$ cat config.mk
export PLATFORM = sky130hd
export DESIGN_NAME = ret_seq
export DESIGN_NICKNAME = d
export VERILOG_FILES = /design/src/rtl/ret_seq_pkg.sv /design/src/rtl/ret_src_pick.sv /design/src/rtl/ret_victim_hold.sv /design/src/rtl/ret_seq.sv
export SDC_FILE = /design/constraint.sdc
export NUM_CORES = 1
export LEC_CHECK = 0
export ABC_AREA = 1
export BUFFER_PORTS_ARGS = -buffer_cell sky130_fd_sc_hd__buf_2
export CAP_MARGIN = 20
export CORE_AREA = 2 2 126 128
export CTS_CLUSTER_DIAMETER = 80
export DETAILED_ROUTE_END_ITERATION = 10
export DIE_AREA = 0 0 128 130
export GPL_ROUTABILITY_DRIVEN = 0
export GPL_TIMING_DRIVEN = 0
export PLACE_DENSITY = 0.74
export SLEW_MARGIN = 20
export SYNTH_ARGS = -nofsm -noshare
export SYNTH_HDL_FRONTEND = slang
export SYNTH_SLANG_ARGS = --single-unit
$ cat constraint.sdc
create_clock -name clk -period 2.2 [get_ports clk]
set_clock_uncertainty 0.05 [all_clocks]
set_input_delay 0.33 -clock clk [delete_from_list [all_inputs] [get_ports clk]]
set_output_delay 0.33 -clock clk [all_outputs]
set_load 0.03 [all_outputs]
$ cat src/rtl/ret_seq_pkg.sv
package ret_seq_pkg;
  typedef enum logic [1:0] {
    ST_IDLE = 2'd0,
    ST_CHK  = 2'd1,
    ST_EXEC = 2'd2,
    ST_WB   = 2'd3
  } seq_state_e;
endpackage

$ cat src/rtl/ret_src_pick.sv
module ret_src_pick #(
  parameter int ADDR_W = 32,
  parameter int ID_W   = 8
) (
  input  logic              clk,
  input  logic              rst_n,
  input  logic              idle,
  input  logic              recheck,
  input  logic              chain_vld,
  input  logic [ADDR_W-1:0] chain_addr,
  input  logic [ID_W-1:0]   chain_id,
  input  logic              chain_write,
  input  logic              rd_vld,
  input  logic [ADDR_W-1:0] rd_addr,
  input  logic [ID_W-1:0]   rd_id,
  input  logic              wr_vld,
  input  logic [ADDR_W-1:0] wr_addr,
  input  logic [ID_W-1:0]   wr_id,
  output logic              chain_pop,
  output logic              rd_pop,
  output logic              wr_pop,
  output logic              load,
  output logic              from_mem,
  output logic [ADDR_W-1:0] ld_addr,
  output logic [ID_W-1:0]   ld_id,
  output logic              ld_write
);
  always_comb begin
    chain_pop = (idle || recheck) && chain_vld;
    rd_pop    = idle && !chain_vld && rd_vld;
    wr_pop    = idle && !chain_vld && !rd_vld && wr_vld;
    from_mem  = rd_pop || wr_pop;
    load      = chain_pop || from_mem;
    if (chain_pop) begin
      ld_addr = chain_addr; ld_id = chain_id; ld_write = chain_write;
    end else if (rd_pop) begin
      ld_addr = rd_addr; ld_id = rd_id; ld_write = 1'b0;
    end else begin
      ld_addr = wr_addr; ld_id = wr_id; ld_write = 1'b1;
    end
  end


  one_src_chk: assert property (@(posedge clk) disable iff (!rst_n)
    $onehot0({chain_pop, rd_pop, wr_pop}));
endmodule

$ cat src/rtl/ret_victim_hold.sv
module ret_victim_hold #(
  parameter int ADDR_W      = 32,
  parameter int LINE_BYTES  = 128,
  parameter int RDPKT_BYTES = 8,
  parameter int SZ_W        = 8
) (
  input  logic              clk,
  input  logic              rst_n,
  input  logic              load,
  input  logic [ADDR_W-1:0] load_addr,
  input  logic              wb_ready,
  output logic              wb_valid,
  output logic [ADDR_W-1:0] wb_addr,
  output logic [SZ_W-1:0]   wb_bytes,
  output logic [SZ_W-1:0]   wb_hdr_bytes
);
  localparam logic [ADDR_W-1:0] NO_VICTIM = '1;
  logic [ADDR_W-1:0] victim_q;

  always_ff @(posedge clk) begin
    if (!rst_n)                   victim_q <= NO_VICTIM;
    else if (load)                victim_q <= load_addr;
    else if (wb_valid && wb_ready) victim_q <= NO_VICTIM;
  end

  assign wb_valid     = (victim_q != NO_VICTIM);
  assign wb_addr      = victim_q;
  assign wb_bytes     = SZ_W'(LINE_BYTES);
  assign wb_hdr_bytes = SZ_W'(LINE_BYTES + RDPKT_BYTES);


  wb_hold_chk: assert property (@(posedge clk) disable iff (!rst_n)
    wb_valid && !wb_ready |=> wb_valid && $stable(wb_addr));
endmodule

$ cat src/rtl/ret_seq.sv
module ret_seq
  import ret_seq_pkg::*;
#(
  parameter int ADDR_W      = 32,
  parameter int ID_W        = 8,
  parameter int LINE_BYTES  = 128,
  parameter int RDPKT_BYTES = 8,
  localparam int SZ_W       = $clog2(LINE_BYTES + RDPKT_BYTES + 1)
) (
  input  logic              clk,
  input  logic              rst_n,
  input  logic              chain_vld,
  output logic              chain_pop,
  input  logic [ADDR_W-1:0] chain_addr,
  input  logic [ID_W-1:0]   chain_id,
  input  logic              chain_write,
  input  logic              rd_rsp_valid,
  output logic              rd_rsp_ready,
  input  logic [ADDR_W-1:0] rd_rsp_addr,
  input  logic [ID_W-1:0]   rd_rsp_id,
  input  logic              wr_rsp_valid,
  output logic              wr_rsp_ready,
  input  logic [ADDR_W-1:0] wr_rsp_addr,
  input  logic [ID_W-1:0]   wr_rsp_id,
  output logic              svc_valid,
  output logic [ADDR_W-1:0] svc_addr,
  output logic              rep_valid,
  input  logic              rep_ready,
  output logic [ADDR_W-1:0] rep_addr,
  output logic [ID_W-1:0]   rep_id,
  output logic              lookup_valid,
  output logic [ADDR_W-1:0] lookup_addr,
  input  logic              lookup_present,
  input  logic [ADDR_W-1:0] lookup_victim,
  output logic              wb_valid,
  input  logic              wb_ready,
  output logic [ADDR_W-1:0] wb_addr,
  output logic [SZ_W-1:0]   wb_bytes,
  output logic [SZ_W-1:0]   wb_hdr_bytes,
  output logic              done_valid,
  output logic [ID_W-1:0]   done_id,
  output logic              done_write
);
  localparam logic [ADDR_W-1:0] NO_VICTIM = '1;

  seq_state_e        state_q;
  logic [ADDR_W-1:0] cur_addr_q;
  logic [ID_W-1:0]   cur_id_q;
  logic              cur_write_q;

  logic              load, from_mem, ld_write;
  logic [ADDR_W-1:0] ld_addr;
  logic [ID_W-1:0]   ld_id;
  logic              need_wb, victim_load;

  ret_src_pick #(.ADDR_W(ADDR_W), .ID_W(ID_W)) u_pick (
    .clk(clk), .rst_n(rst_n),
    .idle(state_q == ST_IDLE), .recheck(state_q == ST_CHK),
    .chain_vld(chain_vld), .chain_addr(chain_addr), .chain_id(chain_id),
    .chain_write(chain_write),
    .rd_vld(rd_rsp_valid), .rd_addr(rd_rsp_addr), .rd_id(rd_rsp_id),
    .wr_vld(wr_rsp_valid), .wr_addr(wr_rsp_addr), .wr_id(wr_rsp_id),
    .chain_pop(chain_pop), .rd_pop(rd_rsp_ready), .wr_pop(wr_rsp_ready),
    .load(load), .from_mem(from_mem),
    .ld_addr(ld_addr), .ld_id(ld_id), .ld_write(ld_write)
  );

  assign svc_valid    = from_mem;
  assign svc_addr     = ld_addr;
  assign rep_valid    = (state_q == ST_EXEC) && !cur_write_q;
  assign rep_addr     = cur_addr_q;
  assign rep_id       = cur_id_q;
  assign lookup_valid = rep_valid && rep_ready;
  assign lookup_addr  = cur_addr_q;
  assign need_wb      = !lookup_present && (lookup_victim != NO_VICTIM);
  assign victim_load  = lookup_valid && need_wb;
  assign done_valid   = ((state_q == ST_EXEC) && cur_write_q)
                      || (lookup_valid && !need_wb)
                      || ((state_q == ST_WB) && wb_valid && wb_ready);
  assign done_id      = cur_id_q;
  assign done_write   = cur_write_q;

  always_ff @(posedge clk) begin
    if (!rst_n) begin
      state_q     <= ST_IDLE;
      cur_addr_q  <= '0;
      cur_id_q    <= '0;
      cur_write_q <= 1'b0;
    end else begin
      if (load) begin
        cur_addr_q  <= ld_addr;
        cur_id_q    <= ld_id;
        cur_write_q <= ld_write;
      end
      unique case (state_q)
        ST_IDLE: if (from_mem) state_q <= ST_CHK;
                 else if (chain_pop) state_q <= ST_EXEC;
        ST_CHK:  state_q <= ST_EXEC;
        ST_EXEC: if (cur_write_q) state_q <= ST_IDLE;
                 else if (rep_ready) state_q <= need_wb ? ST_WB : ST_IDLE;
        ST_WB:   if (wb_ready) state_q <= ST_IDLE;
        default: state_q <= ST_IDLE;
      endcase
    end
  end

  ret_victim_hold #(.ADDR_W(ADDR_W), .LINE_BYTES(LINE_BYTES),
                    .RDPKT_BYTES(RDPKT_BYTES), .SZ_W(SZ_W)) u_victim (
    .clk(clk), .rst_n(rst_n), .load(victim_load), .load_addr(lookup_victim),
    .wb_ready(wb_ready), .wb_valid(wb_valid), .wb_addr(wb_addr),
    .wb_bytes(wb_bytes), .wb_hdr_bytes(wb_hdr_bytes)
  );


  victim_owner_chk: assert property (@(posedge clk) disable iff (!rst_n)
    wb_valid |-> state_q == ST_WB);

  wb_blocks_pick_chk: assert property (@(posedge clk) disable iff (!rst_n)
    wb_valid |-> !chain_pop && !rd_rsp_ready && !wr_rsp_ready);

  rep_hold_chk: assert property (@(posedge clk) disable iff (!rst_n)
    rep_valid && !rep_ready |=> rep_valid && $stable(rep_id) && $stable(rep_addr));

  write_quiet_chk: assert property (@(posedge clk) disable iff (!rst_n)
    done_valid && done_write |-> !rep_valid && !lookup_valid);
endmodule

==> qor.txt, run 1 <==
DRT Pass-1 Iters - 5
Width of the die - 128 um
Period Utilization, post-route - 97.4%
Worst slew pin tran - 0.548 ns
Die height - 130 um
Vias in the first global route - 5,409
Layout Nets - 1,241
CTS tree - yes
Sw Share - 48.3%
Number of synthesized register bits - 75
Total gr overflow - 0
Share of cells above drive strength 1 - 44.2%
Mapped Area - 4730 sq um
CTS buffer count - 9
Max incr delay on CP - 0.37 ns
Clock net sink count - 75
Number of remaining DRC errors - 0
Post-synth cell types - 31
CTS Hold Buffers Added - 0
VDD IR max - 0.000620 V
Yosys top cell area share - 31.8%
Crit path DAT - 1.76 ns
Part of the power in registers - 22.3%
H-tree level count - 3
Ports - 330
Clk buf depth - 2
Area leader, netlist - dfxtp_1
Critical Path End Type - output port
P&R area growth vs syn - 59.1%
Routed len/inst - 15.3 um
Most common cell in the netlist - nand2_1
Final ANT Viol Nets - 0
Design Area, Final - 7520 sq um
Largest net degree at the start of global routing - 12
Clock power frac - 18.0%
Outcome - completed
Leakage power - 4.17 nW
Vias per cell - 4.74
Fraction of registers with async set/reset - 0%
Synth cell count leaders - 197 x nand2_1, 116 x nor2_1, 75 x dfxtp_1, 59 x buf_4, 56 x inv_1
GR Util All Layers - 21.5%
PortBufs - 312
Clock Pin Slew Worst Setup and Hold Paths - 0.06 ns
Yosys Warn Count - 0
Final slew viol count - 0
Worst Path Required - 1.82 ns
Final WL - 19,600 um
Worst slew margin relative to its limit - 63.4%
Initial core utilization - 30.6%
Hold Crit Class - in -> reg
Site Rows - 46
Largest cells by area after synthesis - dfxtp_1 32%, nand2_1 16%, buf_4 9.4%
Setup Viol. Count Final - 0
Max Cap Viol - 0
HPWL after DPL - 15,300 um
Critical setup path kind - reg -> out
Psw - 4.14 mW
Logic gate share of total power - 59.7%
Unrepaired setup endpoints after global routing - yes
Syn Inst Count - 735
Top FF cell, synth - dfxtp_1
Clock period minus worst slack - 2.14 ns
Crit-path slowest cell - dfxtp_4
Crit start category - register
Syn_area_per_cell - 6.43 sq um
Int Pwr - 4.44 mW
CP Max Fanout - 10
Initial DRC count - 316
Core area - 15,400 sq um
Die area - 16,600 sq um
Worst skew pair latency - 0.34 ns
Crit path cell chain - nor2_4 -> nand3_4 -> inv_6 -> buf_4 -> nand2_1 -> a31oi_4 -> buf_6
First-pass GRT wire length - 27,600 um
Storage cell area - 1510 sq um
Area of the multi-input gates - 2760 sq um
Initial antenna violation count - 3
Power, Total - 8.58 mW
Post-synth EDFFs - 0
Power density over cell area - 1140 nW/um^2
Root Buffer - clkbuf_16
Final hold vios - 0
Vias - 6,056
Placement Cell Area - 6580 sq um
Part of the Yosys area used for sequential elements - 31.8%
# fillers - 1,551
F_max - 467 MHz
[logic make-up (layout without fill, tap and decap cells)]
family / Yosys count / in the layout / share of synthesized area [%]
AND/OR/NAND/NOR: 411 / 411 / 39.0
buffers and inverters: 158 / 494 / 18.3
AO/OA/AOI/OAI: 89 / 89 / 10.8
flip-flops: 75 / 75 / 31.8
other: 2 / 17 / 0.159
[state kept, by name, indices dropped and copies added, names as in the netlist]
register / cells
done_id: 8
state_q: 2
lookup_addr: 32
u_victim.wb_addr: 32
done_write: 1
[what timing repair did]
action / in CTS / in global routing
setup endpoints to repair: 33 / 33
gates resized for setup: 65 / 83
pin swaps: 4 / 5
setup buffers: 5 / 3
[cell type report]
type                       count  share of cell area (%)
multi-input combinational    516                    36.7
timing repair buffer         320                    23.5
sequential                    75                    20.1
buffer                        97                    9.25
clock buffer                  15                    3.69
tap                          192                    3.19
inverter                      61                    3.11
clock inverter                 1                   0.399
antenna                        1                  0.0333
[worst paths after layout]
path / end / cells past startpoint / start / slack (ns)
setup reg to reg: u_victim.wb_addr[0]$_SDFFE_PN1P_ / 11 / u_victim.wb_addr[0]$_SDFFE_PN1P_ / 0.21
hold / removal: done_write$_SDFFE_PN0P_ / 3 / chain_write / 0.21
setup / recovery: svc_addr[26] / 7 / state_q[1]$_SDFFE_PN0P_ / 0.06
hold reg to reg: done_id[5]$_SDFFE_PN0P_ / 2 / done_id[5]$_SDFFE_PN0P_ / 0.48
[layer usage]
layer | vias to the layer above | GRT usage, % | routed length [um]
met5 | - | 0 | 24
met4 | 4 | 10.7 | 599
met3 | 51 | 5.66 | 1520
met2 | 301 | 37.4 | 9740
met1 | 2747 | 24.6 | 7680
li1 | 2953 | - | -
[per-stage QoR]
| step | setup TNS [ns] | util [%] | cells | setup WS, ns | hold slack [ns] |
|---|---|---|---|---|---|
| 5_1_grt | -0.0538 | 48.8 | 1278 | -0.0271 | 0.215 |
| 3_3_place_gp | -1.91 | 42.7 | 1253 | -0.227 | 0.456 |
| 4_1_cts | -0.00183 | 46.4 | 1274 | -0.00183 | 0.194 |
| 3_5_place_dp | -1.66 | 42.7 | 1253 | -0.182 | 0.463 |
| 6_report | 0 | 48.8 | 1278 | 0.0582 | 0.212 |
| 2_1_floorplan | 0 | - | 749 | 0.0545 | 0.429 |
[cell usage in the layout, fill, tap and decap left out, drive strengths merged]
| master | Yosys | routed |
|---|---|---|
| conb | 2 | 16 |
| a21oi | 4 | 4 |
| o22ai | 1 | 1 |
| o21ai | 41 | 41 |
| nand3 | 22 | 22 |
| or2 | 34 | 34 |
| nand2 | 198 | 198 |
| clkinv | 1 | 1 |
| dfxtp | 75 | 75 |
| nor3 | 7 | 7 |
| bufinv | 0 | 1 |
| buf | 74 | 397 |
| clkbuf | 23 | 35 |
| nand3b | 20 | 20 |
| inv | 60 | 60 |
| diode | 0 | 1 |
| a31oi | 35 | 35 |
| nor4 | 3 | 3 |
| o211ai | 8 | 8 |
| nand4 | 8 | 8 |
| nor2 | 119 | 119 |
[power by group through the flow]
stage	combinational, mW	clock [mW]	sequential (mW)
final	5.13	1.54	1.91
after global routing	5.46	1.63	1.94
after CTS	4.77	1.57	1.90
after detailed placement	4.49	0	1.92
after global placement	4.45	0	1.91
after floorplan	2.67	0	2.36
[worst max-delay path: cells and delay by family, from the launching register on]
family                 cells  cell delay (ns)
AOI/OAI and AO/OA          1             0.20
and+or+nand+nor            3             0.39
DFF                        1             0.37
buffers and inverters      3             0.47
Note: power is estimated with default switching activity, not from simulation.
==> inputs of run 2 (changes only) <==
- clock period: 2.2 -> 2.3 ns (I/O delays scaled with it)
==> qor.txt, run 2 (same netlist as run 1, synthesis figures left out) <==
Worst slew margin relative to its limit - 63.7% (+0.22 points)
Die area - 16,600 sq um (unchanged)
Logic gate share of total power - 58.0% (-1.7 points)
P&R area growth vs syn - 51.3%
First-pass GRT wire length - 27,300 um (-0.80%)
Clk buf depth - 2 (unchanged)
Int Pwr - 4.03 mW (-9.2%)
Largest net degree at the start of global routing - 12 (unchanged)
Site Rows - 46 (unchanged)
GRT met2 Usage - 37.0% (-0.38 points)
Worst skew pair latency - 0.34 ns (about the same)
Final hold vios - 0 (unchanged)
Layout Nets - 1,237 (-0.32%)
Part of the power in registers - 23.2% (+0.9 points)
Vias per cell - 4.63 (-2.2%)
CP Max Fanout - 10 (unchanged)
Total gr overflow - 0 (unchanged)
Core area - 15,400 sq um (unchanged)
Most frequent cells in the layout - 297 x buf_2, 195 x nand2_1, 115 x nor2_1, 85 x buf_4, 73 x dfxtp_1
Root Buffer - clkbuf_16
Final WL - 18,900 um (-3.2%)
Final ANT Viol Nets - 0 (unchanged)
Design Area, Final - 7150 sq um (-4.9%)
Width of the die - 128 um (unchanged)
GR Util All Layers - 21.3% (-0.18 points)
Power density over cell area - 1100 nW/um^2 (-3.7%)
Number of remaining DRC errors - 0 (unchanged)
Clock power frac - 18.8% (+0.8 points)
Worst Path Required - 1.90 ns (+0.08 ns)
Sw Share - 48.7% (+0.43 points)
Setup Viol. Count Final - 0 (unchanged)
Leakage power - 4.09 nW (-1.9%)
Critical setup path kind - reg -> out
Routed len/inst - 14.9 um (-2.9%)
Outcome - completed
H-tree level count - 3 (unchanged)
Final setup TNS - 0 ns (unchanged)
VDD IR max - 0.000566 V (-8.8%)
Period Utilization, post-route - 97.6%
CTS tree - yes
Psw - 3.83 mW (-7.6%)
Power, Total - 7.86 mW (-8.5%)
Clock net sink count - 75 (unchanged)
Critical Path End Type - output port
Final slew viol count - 0 (unchanged)
Vias in the first global route - 5,375 (-0.63%)
Commonest non-fill, non-tap cell in the layout - buf_2
Grt peak-use layer - met2
Initial DRC count - 254 (-20%)
Die height - 130 um (unchanged)
F_max - 445 MHz
Met1 usage - 24.5% (-0.075 points)
CTS buffer count - 9 (unchanged)
GR Util met3 - 5.45% (-0.21 points)
DRT Pass-1 Iters - 5 (unchanged)
HPWL after DPL - 15,300 um (unchanged)
Initial antenna violation count - 3 (unchanged)
Crit start category - register
Share of cells above drive strength 1 - 41.9% (-2.3 points)
Hold Crit Class - in -> reg
CTS Hold Buffers Added - 0 (unchanged)
Worst slew pin tran - 0.545 ns (-0.00331 ns)
Ports - 330 (unchanged)
PortBufs - 312 (unchanged)
Clock period minus worst slack - 2.25 ns
Initial core utilization - 30.6% (unchanged)
Placement Cell Area - 6580 sq um (unchanged)
Crit path DAT - 1.85 ns (+0.09 ns)
Clock Pin Slew Worst Setup and Hold Paths - 0.06 ns (about the same)
Reg-to-reg setup timing slack - 0.30 ns (+0.09 ns)
Max Cap Viol - 0 (unchanged)
Vias - 5,904 (-2.5%)
run 2: cell types whose count changed in the layout (fill, tap and decap cells not counted), moves of 2 or more:
cell      before  now
buf_6         24    7
a31oi_1        5   20
a31oi_4       14    1
buf_2        286  297
dfxtp_1       68   73
dfxtp_2        6    2
a31oi_2       16   14
clkbuf_2       4    6
clkbuf_4       1    3
nand2_1      193  195
nand2_2        4    2
run 2: critical path, cell delays in order (launching register included):
cell and delay (ns):
dfxtp_2 0.36, nor2_4 0.15, nand3_4 0.15, inv_4 0.12, buf_4 0.18, nand2_1 0.08
a31oi_2 0.22, buf_2 0.25
run 2: per-layer routing:
| metal | wire (um) | up-vias |
|---|---|---|
| met4 | 579 | 4 |
| met2 | 9290 | 274 |
| met3 | 1430 | 49 |
| li1 | - | 2939 |
| met5 | 24 | - |
| met1 | 7610 | 2638 |
run 2: timing repair:
item,4_1_cts,5_1_grt
buffers inserted,2,2
pin swaps,3,2
gates cloned,0,0
setup endpoints to repair,33,32
gates resized for setup,49,24
run 2: final timing paths:
path / startpoint / end / cells after the start
max: state_q[1]$_SDFFE_PN0P_ / svc_addr[23] / 7
min: chain_write / done_write$_SDFFE_PN0P_ / 3
max reg2reg: u_victim.wb_addr[29]$_SDFFE_PN1P_ / u_victim.wb_addr[28]$_SDFFE_PN1P_ / 11
min reg2reg: done_id[5]$_SDFFE_PN0P_ / done_id[5]$_SDFFE_PN0P_ / 2
run 2: power by group through the flow:
stage	clock, mW	sequential [mW]	combinational (mW)
3_3_place_gp	0	1.83	4.26
2_1_floorplan	0	2.26	2.56
5_1_grt	1.56	1.85	4.89
4_1_cts	1.50	1.82	4.47
6_report	1.47	1.82	4.56
3_5_place_dp	0	1.83	4.30
run 2: layout make-up:
cell class | count | area (sq um)
inverters | 61 | 231
repair buffers | 316 | 1650
fillers | 1618 | 8270
flip-flops and latches | 75 | 1500
clock inverters | 1 | 30.0
plain buffers | 97 | 674
clock buffers | 15 | 278
multi-input cells | 516 | 2540
diodes | 1 | 2.50
well taps | 192 | 240
run 2: stage by stage:
stage | instances | hold slack [ns] | setup WS [ns] | util [%]
after floorplan | 749 | 0.444 | 0.124 | -
final | 1274 | 0.225 | 0.0548 | 46.4
after detailed placement | 1253 | 0.463 | -0.112 | 42.7
after CTS | 1271 | 0.209 | 0.0124 | 45.8
after global routing | 1274 | 0.230 | -0.0121 | 46.4
after global placement | 1253 | 0.456 | -0.157 | 42.7
